==> config.mk <==
export PLATFORM = sky130hd
export DESIGN_NAME = rx_fifo_trig
export DESIGN_NICKNAME = d
export VERILOG_FILES = /design/src/rtl/rxf_pkg.sv /design/src/rtl/rxf_store.sv /design/src/rtl/rxf_trig.sv /design/src/rtl/rxf_tmo.sv /design/src/rtl/rx_fifo_trig.sv
export SDC_FILE = /design/constraint.sdc
export NUM_CORES = 1
export LEC_CHECK = 0
export ABC_AREA = 1
export BUFFER_PORTS_ARGS = -buffer_cell sky130_fd_sc_hd__buf_2
export CAP_MARGIN = 15
export CORE_MARGIN = 2
export CORE_UTILIZATION = 53
export CTS_BUF_LIST = sky130_fd_sc_hd__clkbuf_8
export DETAILED_ROUTE_END_ITERATION = 8
export PLACE_DENSITY = 0.79
export SLEW_MARGIN = 20
export SYNTH_ARGS = -nofsm -noshare
export SYNTH_HDL_FRONTEND = slang
export SYNTH_SLANG_ARGS = --single-unit
==> constraint.sdc <==
create_clock -name clk_i -period 2.75 [get_ports clk_i]
set_input_delay 0.275 -clock clk_i [delete_from_list [all_inputs] [get_ports clk_i]]
set_output_delay 0.275 -clock clk_i [all_outputs]
set_load 0.01 [all_outputs]
==> src/rtl/rxf_pkg.sv <==
package rxf_pkg;
  parameter int DW = 8;
  parameter int EW = 3;

  typedef struct packed {
    logic [EW-1:0] err;
    logic [DW-1:0] data;
  } rx_entry_t;

  // threshold per select code, scaled to depth (16 -> 1,4,8,14)
  function automatic int trig_level(input logic [1:0] sel, input int depth);
    case (sel)
      2'd0:    return 1;
      2'd1:    return depth / 4;
      2'd2:    return depth / 2;
      default: return depth - 2;
    endcase
  endfunction
endpackage

==> src/rtl/rxf_store.sv <==
module rxf_store
  import rxf_pkg::*;
#(
  parameter int DEPTH = 16,
  localparam int AW = $clog2(DEPTH),
  localparam int CW = $clog2(DEPTH + 1)
) (
  input  logic            clk_i,
  input  logic            rst_ni,
  input  logic            clr_i,
  input  logic            wr_i,
  input  rx_entry_t       wdata_i,
  input  logic            rd_i,
  output rx_entry_t       rdata_o,
  output logic [CW-1:0]   count_o,
  output logic            full_o,
  output logic            empty_o,
  output logic            wr_ok_o,
  output logic            rd_ok_o,
  output logic            ovr_o
);
  localparam bit POW2 = (DEPTH == (1 << AW));

  rx_entry_t         mem_q [DEPTH];
  logic [AW-1:0]     wp_q, rp_q, wp_n, rp_n;
  logic [CW-1:0]     cnt_q;
  logic              ovr_q;

  assign full_o  = (cnt_q == CW'(DEPTH));
  assign empty_o = (cnt_q == '0);
  assign rd_ok_o = rd_i && !empty_o && !clr_i;
  assign wr_ok_o = wr_i && (!full_o || rd_ok_o) && !clr_i;

  generate
    if (POW2) begin : g_wrap_nat
      assign wp_n = wp_q + 1'b1;
      assign rp_n = rp_q + 1'b1;
    end else begin : g_wrap_cmp
      assign wp_n = (wp_q == AW'(DEPTH - 1)) ? '0 : wp_q + 1'b1;
      assign rp_n = (rp_q == AW'(DEPTH - 1)) ? '0 : rp_q + 1'b1;
    end
  endgenerate

  always_ff @(posedge clk_i) begin
    if (wr_ok_o) mem_q[wp_q] <= wdata_i;
  end

  always_ff @(posedge clk_i or negedge rst_ni) begin
    if (!rst_ni) begin
      wp_q  <= '0;
      rp_q  <= '0;
      cnt_q <= '0;
      ovr_q <= 1'b0;
    end else if (clr_i) begin
      wp_q  <= '0;
      rp_q  <= '0;
      cnt_q <= '0;
      ovr_q <= 1'b0;
    end else begin
      if (wr_ok_o) wp_q <= wp_n;
      if (rd_ok_o) rp_q <= rp_n;
      case ({wr_ok_o, rd_ok_o})
        2'b10:   cnt_q <= cnt_q + 1'b1;
        2'b01:   cnt_q <= cnt_q - 1'b1;
        default: cnt_q <= cnt_q;
      endcase
      if (wr_i && !wr_ok_o) ovr_q <= 1'b1;
    end
  end

  assign rdata_o = mem_q[rp_q];
  assign count_o = cnt_q;
  assign ovr_o   = ovr_q;

  a_r3_drop_on_full: assert property (@(posedge clk_i) disable iff (!rst_ni)
    (wr_i && full_o && !rd_i && !clr_i) |=> (ovr_o && full_o));
  a_r4_empty_read_ignored: assert property (@(posedge clk_i) disable iff (!rst_ni)
    (rd_i && empty_o && !wr_i && !clr_i) |=> empty_o);
  a_r9_clear_empties: assert property (@(posedge clk_i) disable iff (!rst_ni)
    clr_i |=> (empty_o && !ovr_o));
  a_r10_full_rw_keeps_full: assert property (@(posedge clk_i) disable iff (!rst_ni)
    (wr_i && rd_i && full_o && !clr_i) |=> full_o);
  a_r3_count_bound: assert property (@(posedge clk_i) disable iff (!rst_ni)
    count_o <= CW'(DEPTH));
endmodule

==> src/rtl/rxf_trig.sv <==
module rxf_trig
  import rxf_pkg::*;
#(
  parameter int DEPTH = 16,
  localparam int CW = $clog2(DEPTH + 1)
) (
  input  logic [CW-1:0] count_i,
  input  logic [1:0]    sel_i,
  output logic          hit_o
);
  logic [CW-1:0] lvl;
  always_comb begin
    lvl   = CW'(trig_level(sel_i, DEPTH));
    hit_o = (count_i >= lvl);
  end
endmodule

==> src/rtl/rxf_tmo.sv <==
module rxf_tmo #(
  parameter int WL_W     = 2,
  parameter int BASE_LEN = 5,
  parameter int CHARS    = 4,
  parameter int MARGIN   = 12,
  localparam int MAX_LIM = CHARS * (BASE_LEN + (1 << WL_W) - 1) + MARGIN,
  localparam int TW      = $clog2(MAX_LIM + 1)
) (
  input  logic            clk_i,
  input  logic            rst_ni,
  input  logic            clr_i,
  input  logic            restart_i,
  input  logic            rd_ok_i,
  input  logic            run_i,
  input  logic            tick_i,
  input  logic [WL_W-1:0] word_len_i,
  output logic            tmo_o
);
  logic [TW-1:0] cnt_q, lim;
  logic          tmo_q;

  assign lim = TW'(CHARS * (BASE_LEN + int'(word_len_i)) + MARGIN);

  always_ff @(posedge clk_i or negedge rst_ni) begin
    if (!rst_ni) begin
      cnt_q <= '0;
      tmo_q <= 1'b0;
    end else if (clr_i) begin
      cnt_q <= '0;
      tmo_q <= 1'b0;
    end else begin
      if (rd_ok_i) tmo_q <= 1'b0;
      if (restart_i || !run_i) begin
        cnt_q <= '0;
      end else if (tick_i && !tmo_q) begin
        if (cnt_q == lim - 1'b1) begin
          cnt_q <= '0;
          tmo_q <= 1'b1;
        end else begin
          cnt_q <= cnt_q + 1'b1;
        end
      end
    end
  end

  assign tmo_o = tmo_q;

  a_r6_rise_on_tick: assert property (@(posedge clk_i) disable iff (!rst_ni)
    $rose(tmo_o) |-> $past(tick_i));
  a_r8_read_clears: assert property (@(posedge clk_i) disable iff (!rst_ni)
    rd_ok_i |=> !tmo_o);
  a_r9_clear_drops_tmo: assert property (@(posedge clk_i) disable iff (!rst_ni)
    clr_i |=> !tmo_o);
  a_r7_no_rise_when_idle: assert property (@(posedge clk_i) disable iff (!rst_ni)
    (!run_i && !tmo_o) |=> !tmo_o);
endmodule

==> src/rtl/rx_fifo_trig.sv <==
module rx_fifo_trig
  import rxf_pkg::*;
#(
  parameter int DEPTH = 16,
  parameter int WL_W  = 2,
  localparam int CW = $clog2(DEPTH + 1)
) (
  input  logic            clk_i,
  input  logic            rst_ni,
  input  logic            wr_i,
  input  logic [DW-1:0]   wr_data_i,
  input  logic [EW-1:0]   wr_err_i,
  input  logic            rd_i,
  input  logic            fifo_clr_i,
  input  logic [1:0]      trig_sel_i,
  input  logic [WL_W-1:0] word_len_i,
  input  logic            bit_tick_i,
  output logic [DW-1:0]   rd_data_o,
  output logic [EW-1:0]   rd_err_o,
  output logic            empty_o,
  output logic            full_o,
  output logic [CW-1:0]   count_o,
  output logic            overrun_o,
  output logic            trig_o,
  output logic            timeout_o
);
  rx_entry_t wdata, rdata;
  logic      wr_ok, rd_ok;

  assign wdata.data = wr_data_i;
  assign wdata.err  = wr_err_i;

  rxf_store #(.DEPTH(DEPTH)) u_store (
    .clk_i, .rst_ni, .clr_i(fifo_clr_i), .wr_i, .wdata_i(wdata), .rd_i,
    .rdata_o(rdata), .count_o, .full_o, .empty_o,
    .wr_ok_o(wr_ok), .rd_ok_o(rd_ok), .ovr_o(overrun_o)
  );

  rxf_trig #(.DEPTH(DEPTH)) u_trig (
    .count_i(count_o), .sel_i(trig_sel_i), .hit_o(trig_o)
  );

  rxf_tmo #(.WL_W(WL_W)) u_tmo (
    .clk_i, .rst_ni, .clr_i(fifo_clr_i), .restart_i(wr_ok || rd_ok),
    .rd_ok_i(rd_ok), .run_i(!empty_o && !trig_o), .tick_i(bit_tick_i),
    .word_len_i, .tmo_o(timeout_o)
  );

  assign rd_data_o = rdata.data;
  assign rd_err_o  = rdata.err;

  a_r5_full_above_any_level: assert property (@(posedge clk_i) disable iff (!rst_ni)
    full_o |-> trig_o);
  a_r7_tmo_only_below_level: assert property (@(posedge clk_i) disable iff (!rst_ni)
    $rose(timeout_o) |-> $past(!trig_o && !empty_o));
endmodule

# --- Word-level counts from Yosys, hierarchy flattened ---
# Memories as Yosys holds them, arrays and structs flattened.
# Index checks and enable logic that the tools add are counted.
word_totals:
  register_bits: 21
  ram_bits: 176
  input_bits: 21
  output_inout_bits: 21
  word_cells: 66
  memories: 1
mem_list:
  columns: ["name", "words", "width", "read_ports", "rd_ports_with_merged_regs", "wr", "line_no", "source"]
  rows:
  - ["u_store.mem_q", 16, 11, 1, 0, 1, "rxf_store.sv:24", "rx_entry_t mem_q [DEPTH];"]
op_classes:
  addsub: 8
  magnitude_cmp: 1
  n_eq_ne: 6
  n_mux: 20
  reduce_logical: 24
op_table:
  columns: ["cell", "count"]
  rows:
  - ["two-way mux 6 bit", 4]
  - ["two-way mux 4 bit", 4]
  - ["one-hot mux 4 bit (3 select lines)", 1]
  - ["one-hot mux 5 bit (2 select lines)", 1]
  - ["two-way mux 1 bit", 9]
  - ["adder 4 x 1 -> 4 bit, second input constant", 2]
  - ["logical AND 1 bit", 7]
  - ["logical NOT 1 bit", 7]
  - ["adder 6 x 1 -> 6 bit, second input constant", 1]
  - ["adder 6 x 5 -> 6 bit, second input constant", 1]
  - ["equality test 6 bit", 1]
  - ["nonzero test 2 bit", 3]
  - ["nonzero test 3 bit", 2]
  - ["subtractor 6 x 1 -> 6 bit, second input constant", 1]
  - ["adder 5 x 1 -> 5 bit, second input constant", 1]
  - ["equality test 5 bit, second input constant", 1]
  - [">= comparator 5 x 4 -> 1 bit", 1]
  - ["logical NOT 5 bit", 1]
  - ["two-way mux 5 bit", 1]
  - ["subtractor 5 x 1 -> 5 bit, second input constant", 1]
  - ["adder 3 x 2 -> 4 bit, first input constant", 1]
  - ["equality test 2 x 1 -> 1 bit, second input constant", 2]
  - ["equality test 2 bit, second input constant", 2]
  - ["logical OR 1 bit", 3]
  - ["logical NOT 2 bit", 1]

# --- Longest topological paths before layout ---
depth:
  ltp_word: 11
  mapped_depth: 12
  mapped_depth_nobuf: 12

# --- Cells and area by module ---
# From an unflattened synthesis, not the netlist that was laid out.
unflattened:
  hier_cells: 765
  area_unflattened_um2: 8699.6
by_module_without_submodules:
  columns: ["mod", "n_inst", "cells_each", "area_each_um2", "seq_area_each_um2"]
  rows:
  - ["rxf_store", 1, 649, 7963.9, 5635.4]
  - ["rxf_tmo", 1, 89, 598.1, 175.2]
  - ["rxf_trig", 1, 23, 122.6, 0.0]
  - ["rx_fifo_trig", 1, 4, 15.0, 0.0]

# --- Worst setup path before layout ---
# Ideal clock, no wire load.
synth_path:
  kind: "register to register"
  startpoint: "reg u_store.cnt_q[4], in the netlist u_store.count_o[4]"
  endpoint: "mem u_store.mem_q[13][0] in the netlist's numbering, enable pin"
  setup_ns: 0.393
  t_arrival_ns: 1.988
  t_required_ns: 2.357
  slack_ns: 0.369
  path_stages_with_launch: 9
  n_path_buf: 0
  period_less_slack_ns: 2.381
  path_cell_list: "dfrtp_1 > inv_2 > nand3_4 > nand3_4 > nand2_4 > nand2_4 > nor2_8 > inv_2 > nor3_1"
synth_via:
  elab_chain_len: 9
  elab_cells_between_ends: 11
  classes_between: "1 x eq/ne; 2 x mux; 8 x reduce/logical"
synth_lines:
  columns: ["element", "line_no", "source"]
  rows:
  - ["from (decl)", "rxf_store.sv:26", "logic [CW-1:0] cnt_q;"]
  - ["from (signal assigned)", "rxf_store.sv:63", "2'b10: cnt_q <= cnt_q + 1'b1;"]
  - ["from (signal assigned)", "rxf_store.sv:64", "2'b01: cnt_q <= cnt_q - 1'b1;"]
  - ["from (signal assigned)", "rxf_store.sv:65", "default: cnt_q <= cnt_q;"]
  - ["logical NOT 5 bit", "rxf_store.sv:30", "assign empty_o = (cnt_q == '0);"]
  - ["logical NOT 1 bit", "rxf_store.sv:31", "assign rd_ok_o = rd_i && !empty_o && !clr_i;"]
  - ["logical AND 1 bit (2 in a row)", "rxf_store.sv:31", null]
  - ["logical OR 1 bit (*)", "rxf_store.sv:32", "assign wr_ok_o = wr_i && (!full_o || rd_ok_o) && !clr_i;"]
  - ["logical AND 1 bit (*) (2 in a row)", "rxf_store.sv:32", null]
  - ["two-way mux 1 bit (*)", "rxf_store.sv:45", "if (wr_ok_o) mem_q[wp_q] <= wdata_i;"]
  - ["two-way mux 1 bit (implied by the code) (*)", "rxf_store.sv:45", null]
  - ["to (decl)", "rxf_store.sv:24", null]
# Mark *: on every way between the ends. The rest lies on a longest branch, timed or not.

# --- Worst setup path after layout ---
layout_path:
  startpoint: "reg u_store.rp_q[0]"
  endpoint: "out rd_data_o[4]"
layout_via:
  elab_chain_len: 1
layout_lines:
  columns: ["element", "line_no", "source"]
  rows:
  - ["from (decl)", "rxf_store.sv:25", "logic [AW-1:0] wp_q, rp_q, wp_n, rp_n;"]
  - ["from (signal assigned)", "rxf_store.sv:61", "if (rd_ok_o) rp_q <= rp_n;"]
  - ["memory (16 x 11 bit)", null, null]
  - ["to (decl)", "rx_fifo_trig.sv:18", "output logic [DW-1:0] rd_data_o,"]
# Every way passes these cells.

==> out/qor.yml <==
vias: 5750
status: "finished clean"
yosys.area.top_type: "edfxtp_1"
r2r_slack_ns: 0.67
core_area_sq_mm: 0.0153
drtIter0Drc: 544
postLayoutCoreUtil_pct: 61.5
ys_top_cells_by_area: "edfxtp_1, dfrtp_1, nand2_1"
grt_use_total_pct: 23.2
slew_headroom_pct: 65.9
areaGrowthSynthToFinish_pct: 12.3
start_util_pct: 54.8
synth-seq-cells: 197
totalWireLength_um: 18600
skew_ns: 0.0139
cp_slowest_cell: "dfrtp_2"
p_per_area_mw_per_mm2: 654
fin_crit_sh_pct: 94.5
syn_nets: 737
cts_root_buffer: "clkbuf_8"
htreeDepth: 4
syn_avg_cell_area_sq_um: 11.9
hold_slack_ns: 0.0937
grt_pass1_vias: 5583
synth_cell_types: 37
synth_area_sq_mm: 0.00839
crit_type: "register to output pin"
synthCells: 703
die_x_um: 130
hpwl_um: 12000
drtAntennaViolNets: 0
post-place-ws_ns: 0.536
wl_per_cell_um: 19.0
ioPinCount: 42
drt-vias-per-instance: 5.88
sw_frac_of_total_pct: 26.2
p_clk_share_pct: 31.9
fmax_ghz: 0.385
row_count: 45
synth_flop_cell: "edfxtp_1"
cpPeakStageDelay_ns: 0.44
fin_tns_setup_ns: 0
maxCapViolCount: 0
rr_endpoint: "u_store.mem_q[10][10]$_DFFE_PP_"
period_minus_slack_ns: 2.60
numCtsBuffers: 17
setup_ws_ns: 0.151
yosys_warnings: 0
async_reset_ff_share_pct: 10.7
cp_data_arrival_time_ns: 2.32
min_to: "u_tmo.tmo_o$_DFF_PN0_"
min_path_type: "input pin to register"
crit_chain: "inv_2 > buf_12 > o21ai_0 > o221ai_1 > nand4_1 > nand2_1 > buf_2"
reg2reg_depth: 9
nets: 789
crit_start: "u_store.rp_q[0]$_DFFE_PN0P_"
whs_path_depth: 3
synth_common_cells: "edfxtp_1, nand2_1, nor2_1, o21ai_0, inv_1"
fillers: 1186
cp_max_fo: 86
stdcell_count: 978
port_buffers: 41
antenna_found_initial: 0
ys_seq_area_share_pct: 69.3
finalSetupViolCount: 0
hold_violations: 0
cts_tree: "done"
start_kind: "register"
grt_max_degree: 90
leakage_nw: 3.47
clk_pin_slew_ns: 0.09
max_slew.worst_pin.slew_ns: 0.511
n_antenna_cell: 0
firstDrtPassIters: 7
dp_cells: 946
seq_power_share_pct: 53.7
gp_congestion: 0.862
dieArea_sq_mm: 0.0169
drv_slew: 0
holdCritStartpoint: "bit_tick_i"
grt_pass1_wl_um: 29200
clk_path_buf_depth: 2
clock_latency_ns: 0.46
internal_power_mw: 4.55
cts.sinks: 197
yosysMostFrequentCell: "edfxtp_1"
synth_enable_flop_cells: 176
die_h_um: 130
p_sw_mw: 1.62
rsz0062_at_grt: "no"
ir_worst_vdd_uv: 382
timing.rr.start: "u_store.count_o[2]$_DFFE_PN0P_"
drcViolationCount: 0
layout-drive-gt1-share_pct: 16.3
critPathCaptureType: "output pin"
combPwrFrac_pct: 14.4
required_ns: 2.48
yosys.area.top_type_share_pct: 63.0
grt-ovfl-total: 0
## worst max-delay path by stage
stage | slack (ns) | cells past startpoint | endpoint
2_1_floorplan | 0.37 | 8 | u_store.mem_q[13][0]$_DFFE_PP_
3_3_place_gp | 0.65 | 6 | rd_err_o[2]
3_5_place_dp | 0.54 | 6 | rd_data_o[6]
4_1_cts | 0.02 | 6 | rd_data_o[6]
5_1_grt | 0.04 | 7 | rd_data_o[4]
6_report | 0.15 | 7 | rd_data_o[4]
## state kept, by name, summed over array words and instances, names as in the netlist
signal	count
u_store.mem_q	176
u_tmo.cnt_q	6
u_store.count_o	5
u_store.rp_q	4
u_store.wp_q	4
u_store.ovr_o	1
u_tmo.tmo_o	1
## layout make-up
| type | count | area (sq um) | share of cell area [%] |
|---|---|---|---|
| timing repair buffer | 64 | 405 | 4.30 |
| sequential | 197 | 5810 | 61.7 |
| clock inverter | 14 | 196 | 2.08 |
| tap | 211 | 264 | 2.80 |
| multi-input combinational | 434 | 2360 | 25.0 |
| clock buffer | 17 | 234 | 2.48 |
| inverter | 41 | 154 | 1.63 |
## per-layer routing
layer	GRT usage (%)	wire, um	vias to the layer above
met4	9.55	509	0
li1	-	-	2641
met5	0	0	-
met3	4.14	1330	41
met2	39.3	9440	276
met1	29.8	7330	2792
## cell families after synthesis
| group | Yosys count | share of synthesized area, % |
|---|---|---|
| compound gates | 146 | 10.3 |
| flops | 197 | 69.3 |
| fa+ha+maj | 13 | 1.94 |
| buf+inv | 72 | 3.38 |
| xor+xnor | 7 | 0.731 |
| simple gates | 268 | 14.4 |
## power by group through the flow
stage | logic (mW) | clock network (mW) | registers [mW]
after floorplan | 0.524 | 0 | 3.37
after global placement | 0.850 | 0 | 3.38
after detailed placement | 0.875 | 0 | 3.38
after CTS | 0.883 | 2.00 | 3.31
after global routing | 0.968 | 2.10 | 3.32
final | 0.885 | 1.97 | 3.31
## critical path: cells and delay by family (launching register included)
family,cells,cell delay (ns)
buf+inv,3,0.56
compound gates,2,0.53
flops,1,0.44
simple gates,2,0.31
## metrics by stage
step                instance area (sq um)  total power, mW
floorplan                            8390             3.90
global route                         9420             6.38
global placement                     8980             4.23
detailed placement                   8980             4.25
finish                               9420             6.17
CTS                                  9420             6.19
## repair_timing
item,in CTS,in global routing
setup buffers,0,0
endpoints found under the hold margin,21,0
setup endpoints to repair,0,10
gates resized for setup,0,3
hold buffers,1,0
## cells in the final DEF (no fill, tap or decap), drive strengths merged, types with 16 or more instances in the layout
master / synthesis / layout
edfxtp: 176 / 176
nand2: 124 / 124
nor2: 74 / 74
o21ai: 74 / 74
buf: 5 / 63
inv: 41 / 47
nand3: 36 / 36
a21oi: 32 / 32
dfrtp: 21 / 21
clkbuf: 26 / 17
nor3: 16 / 16
No activity file was read; power rests on OpenSTA's default activity.
